--- src/rtl/dct_pkg.sv ---
package dct_pkg;

  typedef enum logic [1:0] {
    ACT_HOLD   = 2'b00,
    ACT_LOW    = 2'b01,
    ACT_HIGH   = 2'b10,
    ACT_TOGGLE = 2'b11
  } act_e;

  // Waveform level after a match action is applied.
  function automatic logic apply_act(input logic [1:0] code, input logic cur);
    case (act_e'(code))
      ACT_LOW:    return 1'b0;
      ACT_HIGH:   return 1'b1;
      ACT_TOGGLE: return ~cur;
      default:    return cur;
    endcase
  endfunction

  // Level driven on one pin from enable, port data and waveform.
  function automatic logic pin_drive(input logic en, input logic pd, input logic lvl);
    if (!en) return pd;
    return pd & lvl;
  endfunction

endpackage

--- src/rtl/dct_tick_sel.sv ---
module dct_tick_sel #(
  parameter int unsigned N_SRC = 4,
  localparam int unsigned SEL_W = (N_SRC > 1) ? $clog2(N_SRC) : 1
) (
  input  logic [N_SRC-1:0] tick_src,
  input  logic [SEL_W-1:0] sel,
  output logic             tick
);
  assign tick = tick_src[sel];
endmodule

--- src/rtl/dct_counter.sv ---
module dct_counter #(
  parameter int unsigned W = 16
) (
  input  logic         clk,
  input  logic         rst_n,
  input  logic         run,
  input  logic         tick,
  input  logic         clear_mode,
  input  logic         match1,
  output logic [W-1:0] count,
  output logic         ovf_evt,
  output logic         clr_evt
);
  localparam logic [W-1:0] ALL_ONES = '1;

  logic strobe;
  assign strobe  = run & tick;
  assign clr_evt = strobe & clear_mode & match1;
  assign ovf_evt = strobe & (count == ALL_ONES) & ~clr_evt;

  always_ff @(posedge clk or negedge rst_n) begin
    if (!rst_n)       count <= '0;
    else if (!run)    count <= '0;
    else if (clr_evt) count <= '0;
    else if (strobe)  count <= count + 1'b1;
  end


  stop_clear_chk: assert property (@(posedge clk) disable iff (!rst_n)
    !run |=> count == '0);


  count_step_chk: assert property (@(posedge clk) disable iff (!rst_n)
    (run && tick && !(clear_mode && match1)) |=> count == $past(count) + 1'b1);


  count_hold_chk: assert property (@(posedge clk) disable iff (!rst_n)
    (run && !tick) |=> $stable(count));


  clear_match_chk: assert property (@(posedge clk) disable iff (!rst_n)
    (run && tick && clear_mode && match1) |=> count == '0);
endmodule

--- src/rtl/dct_cmp_chan.sv ---
module dct_cmp_chan #(
  parameter int unsigned W = 16
) (
  input  logic         clk,
  input  logic         rst_n,
  input  logic         run,
  input  logic         wr,
  input  logic [W-1:0] wdata,
  input  logic         load,
  input  logic [W-1:0] count,
  output logic [W-1:0] active,
  output logic         match
);
  logic [W-1:0] staged;

  assign match = (count == active);

  always_ff @(posedge clk or negedge rst_n) begin
    if (!rst_n)  staged <= '0;
    else if (wr) staged <= wdata;
  end

  always_ff @(posedge clk or negedge rst_n) begin
    if (!rst_n)             active <= '0;
    else if (!run && wr)    active <= wdata;
    else if (run && load)   active <= staged;
  end


  stopped_write_chk: assert property (@(posedge clk) disable iff (!rst_n)
    (!run && wr) |=> active == $past(wdata));


  shadow_hold_chk: assert property (@(posedge clk) disable iff (!rst_n)
    (run && !load) |=> $stable(active));
endmodule

--- src/rtl/dct_wave.sv ---
module dct_wave #(
  parameter int unsigned N_PIN = 6,
  parameter int unsigned N_GRP = 2,
  localparam int unsigned PER_GRP = N_PIN / N_GRP
) (
  input  logic             clk,
  input  logic             rst_n,
  input  logic             run,
  input  logic             strobe,
  input  logic             match0,
  input  logic             match1,
  input  logic [1:0]       act0,
  input  logic [1:0]       act1,
  input  logic [N_GRP-1:0] inv,
  input  logic [N_PIN-1:0] out_en,
  input  logic [N_PIN-1:0] port_data,
  output logic             wave,
  output logic [N_PIN-1:0] pin_out
);
  import dct_pkg::*;

  logic hit0, hit1;
  assign hit1 = strobe & match1;
  assign hit0 = strobe & match0 & ~match1;

  always_ff @(posedge clk or negedge rst_n) begin
    if (!rst_n)     wave <= 1'b0;
    else if (!run)  wave <= 1'b0;
    else if (hit1)  wave <= apply_act(act1, wave);
    else if (hit0)  wave <= apply_act(act0, wave);
  end

  for (genvar i = 0; i < N_PIN; i++) begin : g_pin
    logic lvl;
    assign lvl        = wave ^ inv[i / PER_GRP];
    assign pin_out[i] = pin_drive(out_en[i], port_data[i], lvl);
  end


  toggle_act_chk: assert property (@(posedge clk) disable iff (!rst_n)
    (strobe && match0 && !match1 && act0 == ACT_TOGGLE) |=> wave != $past(wave));


  no_match_hold_chk: assert property (@(posedge clk) disable iff (!rst_n)
    (run && !(strobe && (match0 || match1))) |=> $stable(wave));


  cmp1_priority_chk: assert property (@(posedge clk) disable iff (!rst_n)
    (strobe && match0 && match1 && act1 == ACT_LOW) |=> !wave);
endmodule

--- src/rtl/dual_cmp_timer.sv ---
module dual_cmp_timer #(
  parameter int unsigned CNT_W = 16,
  parameter int unsigned N_SRC = 4,
  parameter int unsigned N_PIN = 6,
  parameter int unsigned N_GRP = 2,
  localparam int unsigned SEL_W = (N_SRC > 1) ? $clog2(N_SRC) : 1
) (
  input  logic             clk,
  input  logic             rst_n,
  input  logic             run,
  input  logic [SEL_W-1:0] src_sel,
  input  logic [N_SRC-1:0] tick_src,
  input  logic             clear_mode,
  input  logic [1:0]       act0,
  input  logic [1:0]       act1,
  input  logic [N_GRP-1:0] inv,
  input  logic [N_PIN-1:0] out_en,
  input  logic [N_PIN-1:0] port_data,
  input  logic [1:0]       cmp_wr,
  input  logic [CNT_W-1:0] cmp_wdata,
  output logic [CNT_W-1:0] count_q,
  output logic [CNT_W-1:0] cmp0_q,
  output logic [CNT_W-1:0] cmp1_q,
  output logic             irq_cmp0,
  output logic             irq_cmp1,
  output logic             irq_ovf,
  output logic [N_PIN-1:0] pin_out
);
  logic tick, strobe, ovf_evt, clr_evt, xfer_evt;
  logic match0, match1, wave;

  dct_tick_sel #(.N_SRC(N_SRC)) u_sel (
    .tick_src(tick_src), .sel(src_sel), .tick(tick)
  );

  assign strobe = run & tick;

  dct_counter #(.W(CNT_W)) u_cnt (
    .clk(clk), .rst_n(rst_n), .run(run), .tick(tick),
    .clear_mode(clear_mode), .match1(match1),
    .count(count_q), .ovf_evt(ovf_evt), .clr_evt(clr_evt)
  );

  // Staged compare values move at overflow (free-run) or compare-1 clear.
  assign xfer_evt = clear_mode ? clr_evt : ovf_evt;

  dct_cmp_chan #(.W(CNT_W)) u_ch0 (
    .clk(clk), .rst_n(rst_n), .run(run), .wr(cmp_wr[0]), .wdata(cmp_wdata),
    .load(xfer_evt), .count(count_q), .active(cmp0_q), .match(match0)
  );

  dct_cmp_chan #(.W(CNT_W)) u_ch1 (
    .clk(clk), .rst_n(rst_n), .run(run), .wr(cmp_wr[1]), .wdata(cmp_wdata),
    .load(xfer_evt), .count(count_q), .active(cmp1_q), .match(match1)
  );

  dct_wave #(.N_PIN(N_PIN), .N_GRP(N_GRP)) u_wave (
    .clk(clk), .rst_n(rst_n), .run(run), .strobe(strobe),
    .match0(match0), .match1(match1), .act0(act0), .act1(act1),
    .inv(inv), .out_en(out_en), .port_data(port_data),
    .wave(wave), .pin_out(pin_out)
  );

  always_ff @(posedge clk or negedge rst_n) begin
    if (!rst_n) begin
      irq_cmp0 <= 1'b0;
      irq_cmp1 <= 1'b0;
      irq_ovf  <= 1'b0;
    end else begin
      irq_cmp0 <= strobe & match0;
      irq_cmp1 <= strobe & match1;
      irq_ovf  <= ovf_evt;
    end
  end


  irq0_strobe_chk: assert property (@(posedge clk) disable iff (!rst_n)
    irq_cmp0 |-> $past(run && tick));


  irq_ovf_wrap_chk: assert property (@(posedge clk) disable iff (!rst_n)
    irq_ovf |-> (count_q == '0 && $past(run && tick)));


  ovf_load_chk: assert property (@(posedge clk) disable iff (!rst_n)
    (run && !clear_mode && ovf_evt && !cmp_wr[0]) |=> cmp0_q == $past(u_ch0.staged));
endmodule

--- config.mk ---
export PLATFORM = sky130hd
export DESIGN_NAME = dual_cmp_timer
export DESIGN_NICKNAME = d
export VERILOG_FILES = /design/src/rtl/dct_pkg.sv /design/src/rtl/dct_tick_sel.sv /design/src/rtl/dct_counter.sv /design/src/rtl/dct_cmp_chan.sv /design/src/rtl/dct_wave.sv /design/src/rtl/dual_cmp_timer.sv
export SDC_FILE = /design/constraint.sdc
export NUM_CORES = 1
export LEC_CHECK = 0
export ABC_AREA = 1
export BUFFER_PORTS_ARGS = -buffer_cell sky130_fd_sc_hd__buf_4
export CORE_UTILIZATION = 50
export CTS_CLUSTER_DIAMETER = 100
export DETAILED_ROUTE_END_ITERATION = 12
export HOLD_SLACK_MARGIN = 0.03
export PLACE_DENSITY = 0.77
export SETUP_SLACK_MARGIN = 0.05
export SKIP_CTS_REPAIR_TIMING = 1
export SYNTH_ARGS = -nofsm -noshare
export SYNTH_HDL_FRONTEND = slang
export SYNTH_SLANG_ARGS = --single-unit
--- constraint.sdc ---
create_clock -name clk -period 1.8 [get_ports clk]
set_clock_uncertainty 0.1 [all_clocks]
set_input_delay 0.36 -clock clk [delete_from_list [all_inputs] [get_ports clk]]
set_output_delay 0.36 -clock clk [all_outputs]
set_load 0.01 [all_outputs]
## Yosys cells after proc, flatten, opt, wreduce, memory -nomap -nowiden

Cells that the tools add are included.

| storage, ports and cells | value |
|---|---|
| flip-flop bits (word level) | 84 |
| bits in latches | 0 |
| RAM bits | 0 |
| ROM bits | 0 |
| word-level logic and storage cells | 71 |
| memories | 0 |

| operators by class | value |
|---|---|
| add/sub/neg operators | 1 |
| multipliers | 0 |
| div/mod/pow operators | 0 |
| magnitude comparators | 1 |
| equality and inequality tests | 13 |
| shift-type cells | 0 |
| muxes and demuxes | 21 |
| bitwise gates (word level) | 19 |
| reduce and logical (&&, ||, !) cells | 7 |

Operator list:

| operator | count |
|---|---|
| two-way mux 16 bit | 7 |
| == test 16 bit | 2 |
| adder 16 x 1 -> 16 bit, second input constant | 1 |
| == test 16 bit, second input constant | 1 |
| bitwise AND 1 bit | 14 |
| two-way mux 1 bit | 11 |
| == test 2 bit, second input constant | 4 |
| != test 3 x 1 -> 1 bit, second input constant | 2 |
| one-hot mux 1 bit (3 select lines) | 2 |
| != test 5 x 1 -> 1 bit, second input constant | 1 |
| != test 5 bit, second input constant | 1 |
| == test 2 x 1 -> 1 bit, second input constant | 2 |
| nonzero test 2 bit | 2 |
| logical AND 1 bit | 3 |
| < comparator 2 x 3 -> 1 bit, second input constant | 1 |
| inverter 1 bit | 3 |
| AND reduction 3 bit | 1 |
| binary-select mux 1 bit (select 2 bit) | 1 |
| bitwise XOR 1 bit | 2 |
| zero test 1 bit | 1 |

## Depth between registers and ports, before layout

| logic depth | value |
|---|---|
| depth in word-level cells | 11 |
| depth in mapped cells | 13 |
| gate-level depth less buffers | 12 |

## Cells and area by module

A second synthesis with hierarchy kept.

| second synthesis, totals | value |
|---|---|
| cells, all modules | 637 |
| area total of the unflattened synthesis | 4733.3 um^2 |

Modules (own cells, without submodules):

| module | times used | cells each | area each (um^2) | seq. area each (um^2) |
|---|---|---|---|---|
| dct_cmp_chan | 2 | 205 | 1642.8 | 800.8 |
| dct_counter | 1 | 148 | 1004.7 | 400.4 |
| dct_wave | 1 | 53 | 279.0 | 25.0 |
| dual_cmp_timer | 1 | 13 | 112.6 | 75.1 |
| dct_tick_sel | 1 | 13 | 51.3 | 0.0 |

## Worst setup path before layout

No wires, ideal clock.

| timing path | value |
|---|---|
| path kind | reg-to-reg |
| from | reg u_cnt.count[1] |
| to | reg u_ch1.active[10] |
| arrival time | 1.669 ns |
| data required time | 1.583 ns |
| setup slack | -0.086 ns |
| cell stages (with the launch flop) | 10 |
| buffers on the path | 1 |
| clock period less this slack | 1.886 ns |
| path through | dfrtp_1 > ha_1 > nand2_1 > nor3_2 > nand3_2 > nor2_4 > nand4_4 > nand3_4 > buf_6 > o21ai_2 |

| between the ends | value |
|---|---|
| longest elaborated chain between the ends | 7 |

Ends and longest elaborated chain:

| element | RTL line | source |
|---|---|---|
| from (decl) | dct_counter.sv:10 | `output logic [W-1:0] count,` |
| from (signal assigned) | dct_counter.sv:25 | `else if (strobe) count <= count + 1'b1;` |
| == test 16 bit | dct_cmp_chan.sv:16 | `assign match = (count == active);` |
| bitwise AND 1 bit | dct_counter.sv:18 | `assign clr_evt = strobe & clear_mode & match1;` |
| inverter 1 bit | dct_counter.sv:19 | `assign ovf_evt = strobe & (count == ALL_ONES) & ~clr_evt;` |
| bitwise AND 1 bit | dct_counter.sv:19 |  |
| two-way mux 1 bit * | dual_cmp_timer.sv:45 | `assign xfer_evt = clear_mode ? clr_evt : ovf_evt;` |
| logical AND 1 bit * | dct_cmp_chan.sv:26 | `else if (run && load) active <= staged;` |
| nonzero test 2 bit (no line) * | n/a |  |
| to (signal assigned) | dct_cmp_chan.sv:25 | `else if (!run && wr) active <= wdata;` |
| to (signal assigned) | dct_cmp_chan.sv:26 |  |
| to (decl) | dct_cmp_chan.sv:11 | `output logic [W-1:0] active,` |

Every way passes the cells marked *; elsewhere a longest branch is shown, timed or not.
A chain may end at the register's enable or synchronous reset.

## Worst setup path in the final report

| timing path | value |
|---|---|
| from | reg u_cnt.count[0] |
| to | reg u_ch1.active[4] |

The elaborated chain is that of the path after synthesis.

==> reports/results.md <==
| Group | Result | Reported |
| --- | --- | --- |
| detailed routing | Pre-Repair DR Iteration Count | 4 |
| yosys | Avg Inst Size Synth | 7.49 um^2 |
| grt | Global-route wire length before repair | 19.5 mm |
| status | Failing checks | negative setup slack |
| power | Portion of total power attributed to the clock network | 0.287 |
| detailed routing | Vias post-DR | 4582 |
| floorplanning | IO Count | 103 |
| setup path | CP startpoint kind | flop |
| power | Worst supply voltage drop on vdd | 572 uV |
| status | Status | complete, but fails checks |
| setup path | Type of the setup path with the least slack | reg2reg |
| detailed routing | DR WL/cell | 13.7 um |
| flow run | Max-Cap Viols | 0 |
| detailed routing | Drt via density | 5.01 |
| power | Combinational share of power | 0.254 |
| cells and area | FILL cells | 738 |
| min path | Worst Hold Depth | 2 |
| setup path | Worst R2R Path Depth | 11 |
| clock tree | CTS tree | built |
| clock tree | Clk Latency, worst-skew pair | 370 ps |
| place | Setup slack at placement | -110 ps |
| timing | Setup tns final | -1000 ps |
| place | Global placer's final weighted congestion | 0.883 |
| cells and area | Area Growth Syn to Fin | 36.2% |
| setup path | Endpoint class of the critical path | flop |
| timing | Worst slew pin tran | 467 ps |
| detailed routing | Number of design rule violations left after detail routing | 0 |
| place | HPWL Detailed | 9.19 mm |
| setup path | Data required time at the worst endpoint | 1990 ps |
| setup path | Largest driver fanout on the critical path | 7 |
| grt | Total routing usage reported by global routing | 0.251 |
| timing | Finish-stage setup viols | 26 |
| grt | Number of antenna violations at the first check in global routing | 0 |
| detailed routing | Post-detailed-routing wire length | 12.5 mm |
| yosys | Netlist Area Pre-Place | 4750 um^2 |
| yosys | Warnings from Yosys | 0 |
| floorplanning | Die W | 99.5 um |
| power | Net Switching | 1.59 mW |
| timing | Post-route setup slack | -77.2 ps |
| clock tree | Htree depth | 3 |
| grt | Global route overflow | 0 |
| yosys | Largest area contributor in the netlist | sky130_fd_sc_hd__dfrtp_1 |
| cells and area | Antenna Cells | 0 |
| timing | Max Transition Viols Final | 0 |
| cells and area | Post-route non-filler standard cell count | 915 |
| floorplanning | Die Span Y | 99.5 um |
| timing | Minimum clock period after layout | 1880 ps |
| min path | Path class of the lowest-slack min-delay path | in2reg |
| place | Total of buffers placed on input and output ports | 102 |
| timing | Upper clock frequency limit | 533 MHz |
| yosys | Part of the Yosys area used for sequential elements | 0.442 |
| power | Power share of the sequential group | 0.459 |
| yosys | Largest cells by area after synthesis | sky130_fd_sc_hd__dfrtp_1 (44%), sky130_fd_sc_hd__nand2_1 (16%), sky130_fd_sc_hd__inv_1 (7.0%) |
| detailed routing | Iter 0 DRT Violations | 233 |
| power | P_int | 3.29 mW |
| timing | Relative slew slack | 0.689 |
| cells and area | Net count of the finished layout | 832 |
| cells and area | Fraction of final layout cells sized beyond drive strength 1 | 0.346 |
| timing | Hold violation total from the final report | 0 |
| yosys | Number of distinct standard cells referenced by the synthesized netlist | 27 |
| yosys | Synth Register Bits | 84 |
| place | Placed cell count | 885 |
| yosys | Synthesized instance count | 634 |
| power | Lkg Pwr | 3.33 nW |
| power | Switching share of power | 0.326 |
| yosys | Post-synthesis net count | 685 |
| floorplanning | Initial cell density of the core | 0.514 |
| timing | Setup repair after global routing missed its margin | yes |
| grt | Largest net degree at the start of global routing | 85 |
| floorplanning | Rows | 35 |
| timing | Period utilisation layout | 1.04 |
| power | Total power divided by cell area | 754 nW/um^2 |
| floorplanning | Core box area | 9240 um^2 |
| yosys | Fraction of synthesized cell area taken by the top area cell type | 0.442 |
| clock tree | Number of sinks on the clock net | 84 |
| setup path | WP data arrival | 2060 ps |
| clock tree | Maximum clock path buffer count | 2 |
| detailed routing | ANT nets after route | 0 |
| clock tree | Number of buffers inserted during clock tree synthesis | 9 |
| grt | Number of global-route vias before repair | 4093 |
| clock tree | Clock slew at the register clock pins of the worst setup and hold paths | 90 ps |
| clock tree | Root Driver | sky130_fd_sc_hd__clkbuf_8 |
| floorplanning | Die Footprint | 9900 um^2 |
[flip-flops by register name, indices dropped and copies added (netlist names)]
register	cells
u_ch0.active	16
irq_cmp0	1
u_ch1.staged	16
irq_cmp1	1
u_cnt.count	16
u_wave.wave	1
u_ch1.active	16
u_ch0.staged	16
irq_ovf	1
[metrics by stage]
stage               instance area (um^2)  utilization  hold WS (ps)  power [mW]
floorplan                           4800            -         -35.6        2.89
global placement                    5960        0.645           325        3.38
detailed placement                  5960        0.645           329        3.42
CTS                                 6160        0.667         -70.8        4.81
global route                        6470        0.700           105        5.14
finish                              6470        0.700           107        4.88
[cell usage in the layout (no fill, tap or decap), drive strengths merged]
cell type	netlist	routed
nand4	8	8
a21oi	39	39
o21ai	90	90
o31ai	1	1
bufinv	0	1
a31oi	2	2
clkinv	0	1
xor2	11	11
buf	12	160
nand2	198	198
xnor2	1	1
nor2	60	60
ha	5	5
clkinvlp	0	2
clkbuf	15	11
inv	91	94
dfrtp	84	84
nand3	13	13
nor3	4	4
dlygate4sd3	0	1
[Yosys cell counts]
cell,instances
sky130_fd_sc_hd__a21oi_1,39
sky130_fd_sc_hd__a31oi_1,2
sky130_fd_sc_hd__buf_12,1
sky130_fd_sc_hd__buf_2,6
sky130_fd_sc_hd__buf_6,3
sky130_fd_sc_hd__buf_8,2
sky130_fd_sc_hd__clkbuf_1,15
sky130_fd_sc_hd__dfrtp_1,84
sky130_fd_sc_hd__ha_1,5
sky130_fd_sc_hd__inv_1,88
sky130_fd_sc_hd__inv_2,3
sky130_fd_sc_hd__nand2_1,197
sky130_fd_sc_hd__nand2_2,1
sky130_fd_sc_hd__nand3_1,10
sky130_fd_sc_hd__nand3_2,1
sky130_fd_sc_hd__nand3_4,2
sky130_fd_sc_hd__nand4_1,6
sky130_fd_sc_hd__nand4_4,2
sky130_fd_sc_hd__nor2_1,57
sky130_fd_sc_hd__nor2_4,3
sky130_fd_sc_hd__nor3_1,2
sky130_fd_sc_hd__nor3_2,2
sky130_fd_sc_hd__o21ai_0,62
sky130_fd_sc_hd__o21ai_2,28
sky130_fd_sc_hd__o31ai_1,1
sky130_fd_sc_hd__xnor2_1,1
sky130_fd_sc_hd__xor2_1,11
[worst paths after layout]
check / slack, ps / from / end
setup / recovery: -80 / u_cnt.count[0] / u_ch1.active[4]
hold / removal: 110 / clear_mode / irq_ovf
setup reg to reg: -80 / u_cnt.count[0] / u_ch1.active[4]
hold reg to reg: 430 / u_ch0.staged[7] / u_ch0.staged[7]
max in group asynchronous: 740 / rst_n / u_cnt.count[2]
min in group asynchronous: 440 / rst_n / u_cnt.count[11]
[worst max-delay path: stages, from the launching register on]
cell                        delay [ps]
sky130_fd_sc_hd__dfrtp_2           450
sky130_fd_sc_hd__inv_1              70
sky130_fd_sc_hd__nand2_1            60
sky130_fd_sc_hd__nand2_1            60
sky130_fd_sc_hd__nor2_2            130
sky130_fd_sc_hd__nand2_2           100
sky130_fd_sc_hd__nor2_4            170
sky130_fd_sc_hd__nand4_4           160
sky130_fd_sc_hd__nand3_4           200
sky130_fd_sc_hd__clkbuf_16         190
sky130_fd_sc_hd__nand2_4            40
sky130_fd_sc_hd__o21ai_2            60
[power by group through the flow]
| stage | clock network, mW | registers (mW) | logic (mW) |
|---|---|---|---|
| floorplan | 0 | 2.28 | 0.608 |
| global placement | 0 | 2.26 | 1.12 |
| detailed placement | 0 | 2.27 | 1.15 |
| CTS | 1.42 | 2.23 | 1.16 |
| global route | 1.50 | 2.26 | 1.38 |
| finish | 1.40 | 2.24 | 1.24 |
[kinds of logic (layout without fill, tap and decap cells)]
kind of cell / Yosys count / in the layout / synth area share
AND/OR/NAND/NOR: 283 / 283 / 0.252
AO/OA/AOI/OAI: 132 / 132 / 0.162
buffers and inverters: 118 / 270 / 0.108
flip-flops: 84 / 84 / 0.442
XOR/XNOR: 12 / 12 / 0.0221
adder cells (fa/ha/maj): 5 / 5 / 0.0132
[final cells by class]
cell class	count	area, um^2	share of cell area
Sequential cell	84	2110	0.326
Clock buffer	9	124	0.0191
Inverter	91	342	0.0528
Tap cell	129	161	0.0249
Clock inverter	7	80.1	0.0124
Timing Repair Buffer	163	1360	0.210
Multi-Input combinational cell	432	2290	0.355
[layer usage]
| layer | GRT usage | part of all wire | vias up |
|---|---|---|---|
| met3 | 0.0569 | 0.057 | 21 |
| met5 | 0 | 0 | - |
| met4 | 0.0690 | 0.020 | 0 |
| met1 | 0.334 | 0.43 | 2150 |
| li1 | - | - | 2273 |
| met2 | 0.413 | 0.49 | 138 |
No activity file was read; power rests on OpenSTA's default activity.
